**src/rtl/sg_pkg.sv**
```systemverilog
package sg_pkg;
    // controller states
    typedef enum logic [1:0] {
        ST_NORMAL  = 2'd0,
        ST_PROTECT = 2'd1,
        ST_BATTERY = 2'd2,
        ST_RECOVER = 2'd3
    } sg_state_e;

    // supply flag vector layout
    localparam int FLAG_N = 3;
    localparam int IDX_HI = 0;
    localparam int IDX_LO = 1;
    localparam int IDX_SW = 2;
endpackage

```
**src/rtl/sg_sync.sv**
```systemverilog
module sg_sync #(
    parameter int W = 3
) (
    input  logic         clk,
    input  logic         rst_n,
    input  logic [W-1:0] d_async,
    output logic [W-1:0] d_sync
);
    logic [W-1:0] stage1;

    for (genvar i = 0; i < W; i++) begin : g_bit
        always_ff @(posedge clk or negedge rst_n) begin
            if (!rst_n) begin
                stage1[i] <= 1'b0;
                d_sync[i] <= 1'b0;
            end else begin
                stage1[i] <= d_async[i];
                d_sync[i] <= stage1[i];
            end
        end
    end
endmodule

```
**src/rtl/sg_rec_timer.sv**
```systemverilog
module sg_rec_timer #(
    parameter int REC_CYC = 1000
) (
    input  logic clk,
    input  logic rst_n,
    input  logic run,
    output logic done
);
    localparam int CW = (REC_CYC < 2) ? 1 : $clog2(REC_CYC);
    localparam logic [CW-1:0] LAST = CW'(REC_CYC - 1);

    logic [CW-1:0] cnt;

    assign done = run && (cnt == LAST);

    always_ff @(posedge clk or negedge rst_n) begin
        if (!rst_n)
            cnt <= '0;
        else if (!run)
            cnt <= '0;
        else if (!done)
            cnt <= cnt + 1'b1;
    end
endmodule

```
**src/rtl/sg_fsm.sv**
```systemverilog
module sg_fsm
    import sg_pkg::*;
(
    input  logic      clk,
    input  logic      rst_n,
    input  logic      hi_ok,
    input  logic      bat_need,
    input  logic      rec_done,
    output sg_state_e st
);
    sg_state_e st_nx;

    always_ff @(posedge clk or negedge rst_n) begin
        if (!rst_n) st <= ST_PROTECT;
        else        st <= st_nx;
    end

    always_comb begin
        st_nx = st;
        unique case (st)
            ST_NORMAL:  if (!hi_ok) st_nx = ST_PROTECT;
            ST_PROTECT: begin
                if (bat_need)   st_nx = ST_BATTERY;
                else if (hi_ok) st_nx = ST_RECOVER;
            end
            ST_BATTERY: if (!bat_need) st_nx = ST_PROTECT;
            ST_RECOVER: begin
                if (!hi_ok)        st_nx = ST_PROTECT;
                else if (rec_done) st_nx = ST_NORMAL;
            end
            default: st_nx = ST_PROTECT;
        endcase
    end
endmodule

```
**src/rtl/sg_gate.sv**
```systemverilog
module sg_gate
    import sg_pkg::*;
(
    input  logic      clk,
    input  logic      rst_n,
    input  sg_state_e st,
    input  logic      cs_a_n,
    input  logic      cs_b,
    input  logic      rd_n,
    input  logic      wr_n,
    output logic      we_n,
    output logic      oe_n,
    output logic      hiz,
    output logic      bat
);
    logic armed;
    logic sel;

    assign sel = !cs_a_n && cs_b;

    always_ff @(posedge clk or negedge rst_n) begin
        if (!rst_n)                armed <= 1'b0;
        else if (st != ST_NORMAL)  armed <= 1'b0;
        else if (wr_n)             armed <= 1'b1;
    end

    always_comb begin
        we_n = 1'b1;
        oe_n = 1'b1;
        hiz  = 1'b1;
        bat  = 1'b0;
        unique case (st)
            ST_NORMAL: begin
                hiz  = 1'b0;
                we_n = !(sel && armed && !wr_n);
                oe_n = !(sel && !rd_n && wr_n);
            end
            ST_PROTECT: ;
            ST_BATTERY: bat = 1'b1;
            ST_RECOVER: ;
            default: ;
        endcase
    end
endmodule

```
**src/rtl/supply_guard.sv**
```systemverilog
module supply_guard
    import sg_pkg::*;
#(
    parameter int REC_CYC = 1000
) (
    input  logic clk,
    input  logic rst_n,
    input  logic sup_above_hi,
    input  logic sup_above_lo,
    input  logic sup_above_sw,
    input  logic cs_a_n,
    input  logic cs_b,
    input  logic rd_n,
    input  logic wr_n,
    output logic mem_we_n,
    output logic mem_oe_n,
    output logic bus_hiz,
    output logic bat_sel
);
    logic [FLAG_N-1:0] flg_raw, flg_s;
    logic              hi_ok, bat_need, rec_done;
    sg_state_e         st_q;

    assign flg_raw[IDX_HI] = sup_above_hi;
    assign flg_raw[IDX_LO] = sup_above_lo;
    assign flg_raw[IDX_SW] = sup_above_sw;

    sg_sync #(.W(FLAG_N)) u_sync (
        .clk(clk), .rst_n(rst_n), .d_async(flg_raw), .d_sync(flg_s)
    );

    // comparator ordering mask: upper needs lower, battery needs not-lower
    assign hi_ok    = flg_s[IDX_HI] && flg_s[IDX_LO];
    assign bat_need = !flg_s[IDX_SW] && !flg_s[IDX_LO];

    sg_rec_timer #(.REC_CYC(REC_CYC)) u_timer (
        .clk(clk), .rst_n(rst_n), .run(st_q == ST_RECOVER), .done(rec_done)
    );

    sg_fsm u_fsm (
        .clk(clk), .rst_n(rst_n), .hi_ok(hi_ok), .bat_need(bat_need),
        .rec_done(rec_done), .st(st_q)
    );

    sg_gate u_gate (
        .clk(clk), .rst_n(rst_n), .st(st_q),
        .cs_a_n(cs_a_n), .cs_b(cs_b), .rd_n(rd_n), .wr_n(wr_n),
        .we_n(mem_we_n), .oe_n(mem_oe_n), .hiz(bus_hiz), .bat(bat_sel)
    );
endmodule

```
**config.mk**
```make
export PLATFORM = sky130hd
export DESIGN_NAME = supply_guard
export DESIGN_NICKNAME = d
export VERILOG_FILES = /design/src/rtl/sg_pkg.sv /design/src/rtl/sg_sync.sv /design/src/rtl/sg_rec_timer.sv /design/src/rtl/sg_fsm.sv /design/src/rtl/sg_gate.sv /design/src/rtl/supply_guard.sv
export SDC_FILE = /design/constraint.sdc
export NUM_CORES = 1
export LEC_CHECK = 0
export BUFFER_PORTS_ARGS = -buffer_cell sky130_fd_sc_hd__buf_2
export CORE_ASPECT_RATIO = 0.9
export CORE_UTILIZATION = 50
export CTS_CLUSTER_DIAMETER = 200
export DETAILED_ROUTE_END_ITERATION = 10
export GPL_ROUTABILITY_DRIVEN = 0
export PLACE_DENSITY = 0.75
export SYNTH_ARGS = -nofsm -noshare
export SYNTH_HDL_FRONTEND = slang
export SYNTH_SLANG_ARGS = --single-unit
```
**constraint.sdc**
```tcl
create_clock -name clk -period 1.9 [get_ports clk]
set_clock_uncertainty 0.1 [all_clocks]
set_input_delay 0.19 -clock clk [delete_from_list [all_inputs] [get_ports clk]]
set_output_delay 0.19 -clock clk [all_outputs]
set_load 0.05 [all_outputs]
```
==> flow_summary.json, run 1 <==
{
  "chip_height_um": 41.5,
  "clock_tree.buffer_depth": 2,
  "cts_root_buffer": "sky130_fd_sc_hd__clkbuf_4",
  "mappedNetlistNets": 90,
  "setup-tns-final_ns": 0,
  "cts_tree": "yes",
  "nets": 112,
  "routed_wl_mm": 1.60,
  "fin_crit_sh_pct": 95.5,
  "pin_count_of_the_biggest_net_entering_global_routing": 20,
  "global_route_met3_usage_pct": 7.83,
  "clock_latency_ns": 0.30,
  "cts.sink_count": 19,
  "cts-buffers-inserted": 3,
  "grt_antenna_before_repair": 0,
  "grt_pass1_wl_mm": 2.51,
  "hold_path_class": "input pin to register",
  "fmaxAchievable_mhz": 551,
  "rsz_0062_raised_after_global_routing": "no",
  "placementRows": 13,
  "design.core.area_sq_um": 1530,
  "required_ns": 1.61,
  "critical_path.endpoint_type": "output port",
  "dr.pass1.iters": 4,
  "vdd.ir_drop.worst_uv": 643,
  "avgViaCountPerCell": 5.43,
  "ant_nets": 0,
  "post_drt_wl_per_cell_um": 13.0,
  "pin_count": 13,
  "worst_path_max_delay_cell": "sky130_fd_sc_hd__dfstp_2",
  "timing.critical_path.cells": "or2_2 > nor3b_2 > nand3b_1 > buf_2",
  "worst_setup_path_start_kind": "register",
  "critical_path_class": "register to output port",
  "timing.reg2reg.setup_slack_ns": 0.31,
  "most-common-layout-cells": "sky130_fd_sc_hd__dfrtp_1 (18), sky130_fd_sc_hd__buf_2 (12), sky130_fd_sc_hd__nand2_1 (8)",
  "groute.usage.overall_pct": 19.3,
  "setup-violations-final": 0,
  "synthesis.area_sq_um": 867,
  "grt_util_met1_pct": 21.9,
  "dp_slack_ns": 0.266,
  "layout-drive-gt1-share_pct": 24.8,
  "floorplan.die.width_um": 45.9,
  "yosys-top-cells-area": "sky130_fd_sc_hd__dfrtp_1 (52%), sky130_fd_sc_hd__mux2i_1 (3.5%), sky130_fd_sc_hd__nand2_1 (3.5%)",
  "p_leak_uw": 0.000447,
  "io_buffers": 12,
  "clkSlewWorstSetupHoldPaths_ns": 0.10,
  "timing.hold.worst.start": "wr_n",
  "synth_top_cell_by_area": "sky130_fd_sc_hd__dfrtp_1",
  "via_count": 668,
  "final_core_util_pct": 67.8,
  "initial_core_util_pct": 56.7,
  "synth.lib_cells_used.distinct": 29,
  "drc": 0,
  "rr_endpoint": "u_timer.cnt[0]",
  "min_path_cells": 3,
  "synth_seq_area_share_pct": 55.0,
  "worst_r2r_start": "u_timer.cnt[3]",
  "fp.dieArea_sq_um": 1900,
  "cp_data_arrival_time_ns": 1.52,
  "synth_top_cell_area_share_pct": 51.9,
  "cp.buffers_inverters": 1,
  "layout.cells.most_common": "sky130_fd_sc_hd__dfrtp_1",
  "initial_drt_markers": 15,
  "grt_pass1_vias": 618,
  "synth_warnings": 0,
  "power_density_nw_per_um2": 848,
  "rr_worst_depth": 3,
  "path_delay_family": "simple AND/OR/NAND/NOR gates",
  "antennaDiodeCount": 0,
  "final_max_slew_viol_count": 0,
  "tightest_hold_margin_ns": 0.0436,
  "layout-area-overhead-vs-synth_pct": 19.6,
  "max_slew_margin_pct": 72.4,
  "post-route-worst-setup-slack_ns": 0.0861,
  "critPathMaxStageDelay_ns": 0.41,
  "hpwl_mm": 1.08,
  "min_period_ns": 1.81,
  "met2_track_usage_gr_pct": 31.8,
  "final-hold-violation-count": 0,
  "number_of_max_capacitance_violations_reported": 0,
  "post_synth_inst_count": 80,
  "clock_tree.htree_level_count": 1,
  "worst_pin_slew_ns": 0.414,
  "ys_seq_elements": 19,
  "synthesis.area_per_instance_sq_um": 10.8,
  "hold_path_end": "u_gate.armed",
  "grt_most_used_layer": "met2",
  "status": "completed",
  "overflow": 0,
  "critPathMaxFanout": 6
}
## kinds of logic (layout without fill, tap and decap cells)
| logic type | after synthesis | after routing | share of synthesized area, % |
|---|---|---|---|
| simple gates | 38 | 38 | 26.6 |
| flops | 19 | 19 | 55.0 |
| compound gates | 15 | 15 | 10.7 |
| mux | 3 | 3 | 3.46 |
| xor+xnor | 2 | 2 | 2.02 |
| buf+inv | 2 | 23 | 0.866 |
| fa+ha+maj | 1 | 1 | 1.44 |
## worst register-to-register path: cells and delay by family (launching register included)
kind,cells,cell delay (ns)
simple gates,2,0.75
flops,1,0.45
mux,1,0.23
## cell usage after synthesis, drive strengths merged
master / instances
nand3: 4
nor2b: 1
dfrtp: 18
o311ai: 1
o21ai: 4
or2: 2
a211o: 1
o31ai: 3
or3b: 1
or4: 2
nand4: 2
nor2: 7
ha: 1
inv: 2
xor2: 2
nand2b: 1
nand2: 9
mux2i: 3
o21a: 1
nor3b: 1
dfstp: 1
nand3b: 2
nor3: 1
a21oi: 5
and2: 1
or3: 4
## flip-flops by register name (all words and copies together), names as in the netlist
signal,count
u_sync.d_sync,3
u_sync.stage1,3
u_gate.armed,1
u_fsm.st,2
u_timer.cnt,10
## what timing repair did
action	4_1_cts	5_1_grt
endpoints found under the hold margin	21	0
hold buffers	4	0
resized for setup	1	0
endpoints found under the setup margin	2	0
buffers inserted	1	0
## routing by layer
layer	up-vias	wire length, um
li1	329	-
met1	318	698
met2	19	789
met3	2	85
met4	0	24
met5	-	0
## where the power goes
group | internal [uW] | total, uW | switching, uW | leakage (uW)
combinational | 75.5 | 202 | 126 | 0.000188
sequential | 442 | 470 | 28.1 | 0.000246
clock | 80.3 | 207 | 127 | 0.0000139
## cell type report
| cell class | instances | area (sq um) |
|---|---|---|
| clock buffer | 3 | 22.5 |
| clock inverter | 1 | 7.51 |
| fill | 141 | 492 |
| inverter | 2 | 7.51 |
| multi-input combinational | 59 | 388 |
| sequential | 19 | 477 |
| tap | 22 | 27.5 |
| timing repair buffer | 17 | 108 |
## metrics by stage
step	std cells	instance area (sq um)	power [uW]
detailed placement	114	955	659
floorplan	80	867	605
global route	123	1040	922
CTS	123	1040	888
global placement	114	955	651
finish	123	1040	879
## worst max-delay path by stage
stage / startpoint / to / slack, ns / cells after the start
after detailed placement: u_fsm.st[1] / mem_we_n / 0.27 / 4
final: u_fsm.st[0] / mem_we_n / 0.09 / 4
after global routing: u_fsm.st[1] / mem_we_n / 0.02 / 4
after floorplan: u_fsm.st[1] / mem_oe_n / 0.04 / 3
after global placement: u_fsm.st[1] / mem_we_n / 0.32 / 4
after CTS: u_fsm.st[0] / mem_we_n / 0.07 / 4
(Power assumes the default switching activity.)
==> inputs of run 2 (changes only) <==
Settings changed: PLACE_DENSITY 0.75 to unset, PLACE_DENSITY_LB_ADDON set to 0.3.
==> run 2 against run 1 <==
Against the previous run: wire length decreased by 6.1%; core utilization decreased by 0.16 points; sequential share of layout area increased by 0.11 points; critical endpoint unchanged.
==> flow_summary.json, run 2 (synthesis gave the netlist of run 1 again) <==
{
  "fp.dieArea_sq_um": 1900,
  "number_of_flip_flops_in_the_largest_register": 10,
  "top_regs": "u_timer.cnt x10, u_sync.d_sync x3, u_sync.stage1 x3",
  "largest_register": "u_timer.cnt",
  "timing.hold.worst.start": "wr_n",
  "critical_path_class": "register to output port",
  "rr_endpoint": "u_timer.cnt[0]",
  "clock_tree.buffer_depth": 2,
  "drc": 0,
  "number_of_max_capacitance_violations_reported": 0,
  "max_slew_margin_pct": 73.3,
  "clkSlewWorstSetupHoldPaths_ns": 0.10,
  "hold_path_end": "u_gate.armed",
  "power_density_nw_per_um2": 834,
  "grt_pass1_wl_mm": 2.29,
  "design.core.area_sq_um": 1530,
  "clock_tree.htree_level_count": 1,
  "post_drt_wl_per_cell_um": 12.2,
  "nets": 112,
  "placed_area_sq_um": 955,
  "io_buffers": 12,
  "grt_pass1_vias": 577,
  "cts-buffers-inserted": 3,
  "critical_path.endpoint_type": "output port",
  "final-hold-violation-count": 0,
  "ant_nets": 0,
  "p_leak_uw": 0.000451,
  "layout-drive-gt1-share_pct": 24.8,
  "cts_root_buffer": "sky130_fd_sc_hd__clkbuf_4",
  "worst_pin_slew_ns": 0.401,
  "groute.usage.overall_pct": 16.7,
  "avgViaCountPerCell": 5.43,
  "placementRows": 13,
  "cts_tree": "yes",
  "initial_core_util_pct": 56.7,
  "pin_count_of_the_biggest_net_entering_global_routing": 20,
  "layout-area-overhead-vs-synth_pct": 19.3,
  "final_design_area_no_fill_sq_um": 1030,
  "required_ns": 1.61,
  "final_max_slew_viol_count": 0,
  "chip_height_um": 41.5,
  "initial_drt_markers": 27,
  "fmaxAchievable_mhz": 552,
  "floorplan.die.width_um": 45.9,
  "vdd.ir_drop.worst_uv": 594,
  "dr.pass1.iters": 4,
  "min_path_cells": 3,
  "routed_wl_mm": 1.50,
  "timing.reg2reg.setup_slack_ns": 0.29,
  "worst_setup_path_start_kind": "register",
  "layout.cells.most_common": "sky130_fd_sc_hd__dfrtp_1",
  "via_count": 668,
  "setup-tns-final_ns": 0,
  "cp_data_arrival_time_ns": 1.52,
  "worst_r2r_start": "u_timer.cnt[3]",
  "overflow": 0,
  "setup-violations-final": 0,
  "pin_count": 13,
  "dp_slack_ns": 0.277,
  "most-common-layout-cells": "sky130_fd_sc_hd__dfrtp_1 (18), sky130_fd_sc_hd__buf_2 (12), sky130_fd_sc_hd__nand2_1 (8)",
  "fin_crit_sh_pct": 95.3,
  "hold_path_class": "input pin to register",
  "grt_antenna_before_repair": 0,
  "min_period_ns": 1.81,
  "critPathMaxFanout": 6,
  "antennaDiodeCount": 0,
  "rr_worst_depth": 3,
  "cts.sink_count": 19,
  "rsz_0062_raised_after_global_routing": "no",
  "status": "completed",
  "hpwl_mm": 1.03,
  "clock_latency_ns": 0.30,
  "post-route-worst-setup-slack_ns": 0.0895
}
==> run 2: cell count changes in the layout (fill, tap and decap cells not counted) <==
cell,delta
sky130_fd_sc_hd__clkinv_2,+1
sky130_fd_sc_hd__clkinvlp_4,-1
==> run 2: critical path, cell delays in order (launching register included) <==
cell and delay (ns):
sky130_fd_sc_hd__dfstp_2 0.41, sky130_fd_sc_hd__or2_2 0.31, sky130_fd_sc_hd__nor3b_2 0.21, sky130_fd_sc_hd__nand3b_1 0.09
sky130_fd_sc_hd__buf_2 0.21
==> run 2: cell type report <==
class | count | area (sq um)
repair buffers | 17 | 108
flip-flops and latches | 19 | 477
fillers | 130 | 494
inverters | 2 | 7.51
clock inverters | 1 | 5.00
clock buffers | 3 | 22.5
well taps | 22 | 27.5
multi-input cells | 59 | 388
==> run 2: metal layers <==
layer / track usage (%) / part of all wire, %
met1: 20.3 / 44
met2: 27.6 / 50
met3: 6.52 / 6.1
met4: 3.53 / 0.47
met5: 0 / 0
==> run 2: repair_timing <==
item / 4_1_cts / 5_1_grt
endpoints found under the hold margin: 21 / 0
gates resized for setup: 1 / 0
setup buffers: 1 / 0
setup endpoints to repair: 2 / 0
hold buffers: 4 / 0
==> run 2: how the worst max path moves through the flow <==
stage	startpoint	to	slack (ns)	depth (start not counted)
global placement	u_fsm.st[1]	mem_oe_n	0.32	4
global route	u_fsm.st[0]	mem_we_n	0.002	4
floorplan	u_fsm.st[1]	mem_oe_n	0.04	3
finish	u_fsm.st[0]	mem_we_n	0.09	4
detailed placement	u_fsm.st[1]	mem_we_n	0.28	4
CTS	u_fsm.st[0]	mem_we_n	0.07	4
==> run 2: power breakdown <==
group	switching, uW	internal (uW)	total, uW
sequential	27.4	442	470
combinational	120	75.0	195
clock	120	78.5	199
total	267	596	863
==> run 2: stage by stage <==
step / utilization [%] / std cells / hold slack [ns] / power [uW]
finish: 67.7 / 123 / 0.0293 / 863
global route: 67.7 / 123 / 0.0419 / 916
CTS: 67.7 / 123 / 0.0252 / 876
detailed placement: 62.4 / 114 / 0.0406 / 656
global placement: 62.4 / 114 / 0.0485 / 650
floorplan: - / 80 / -0.206 / 605
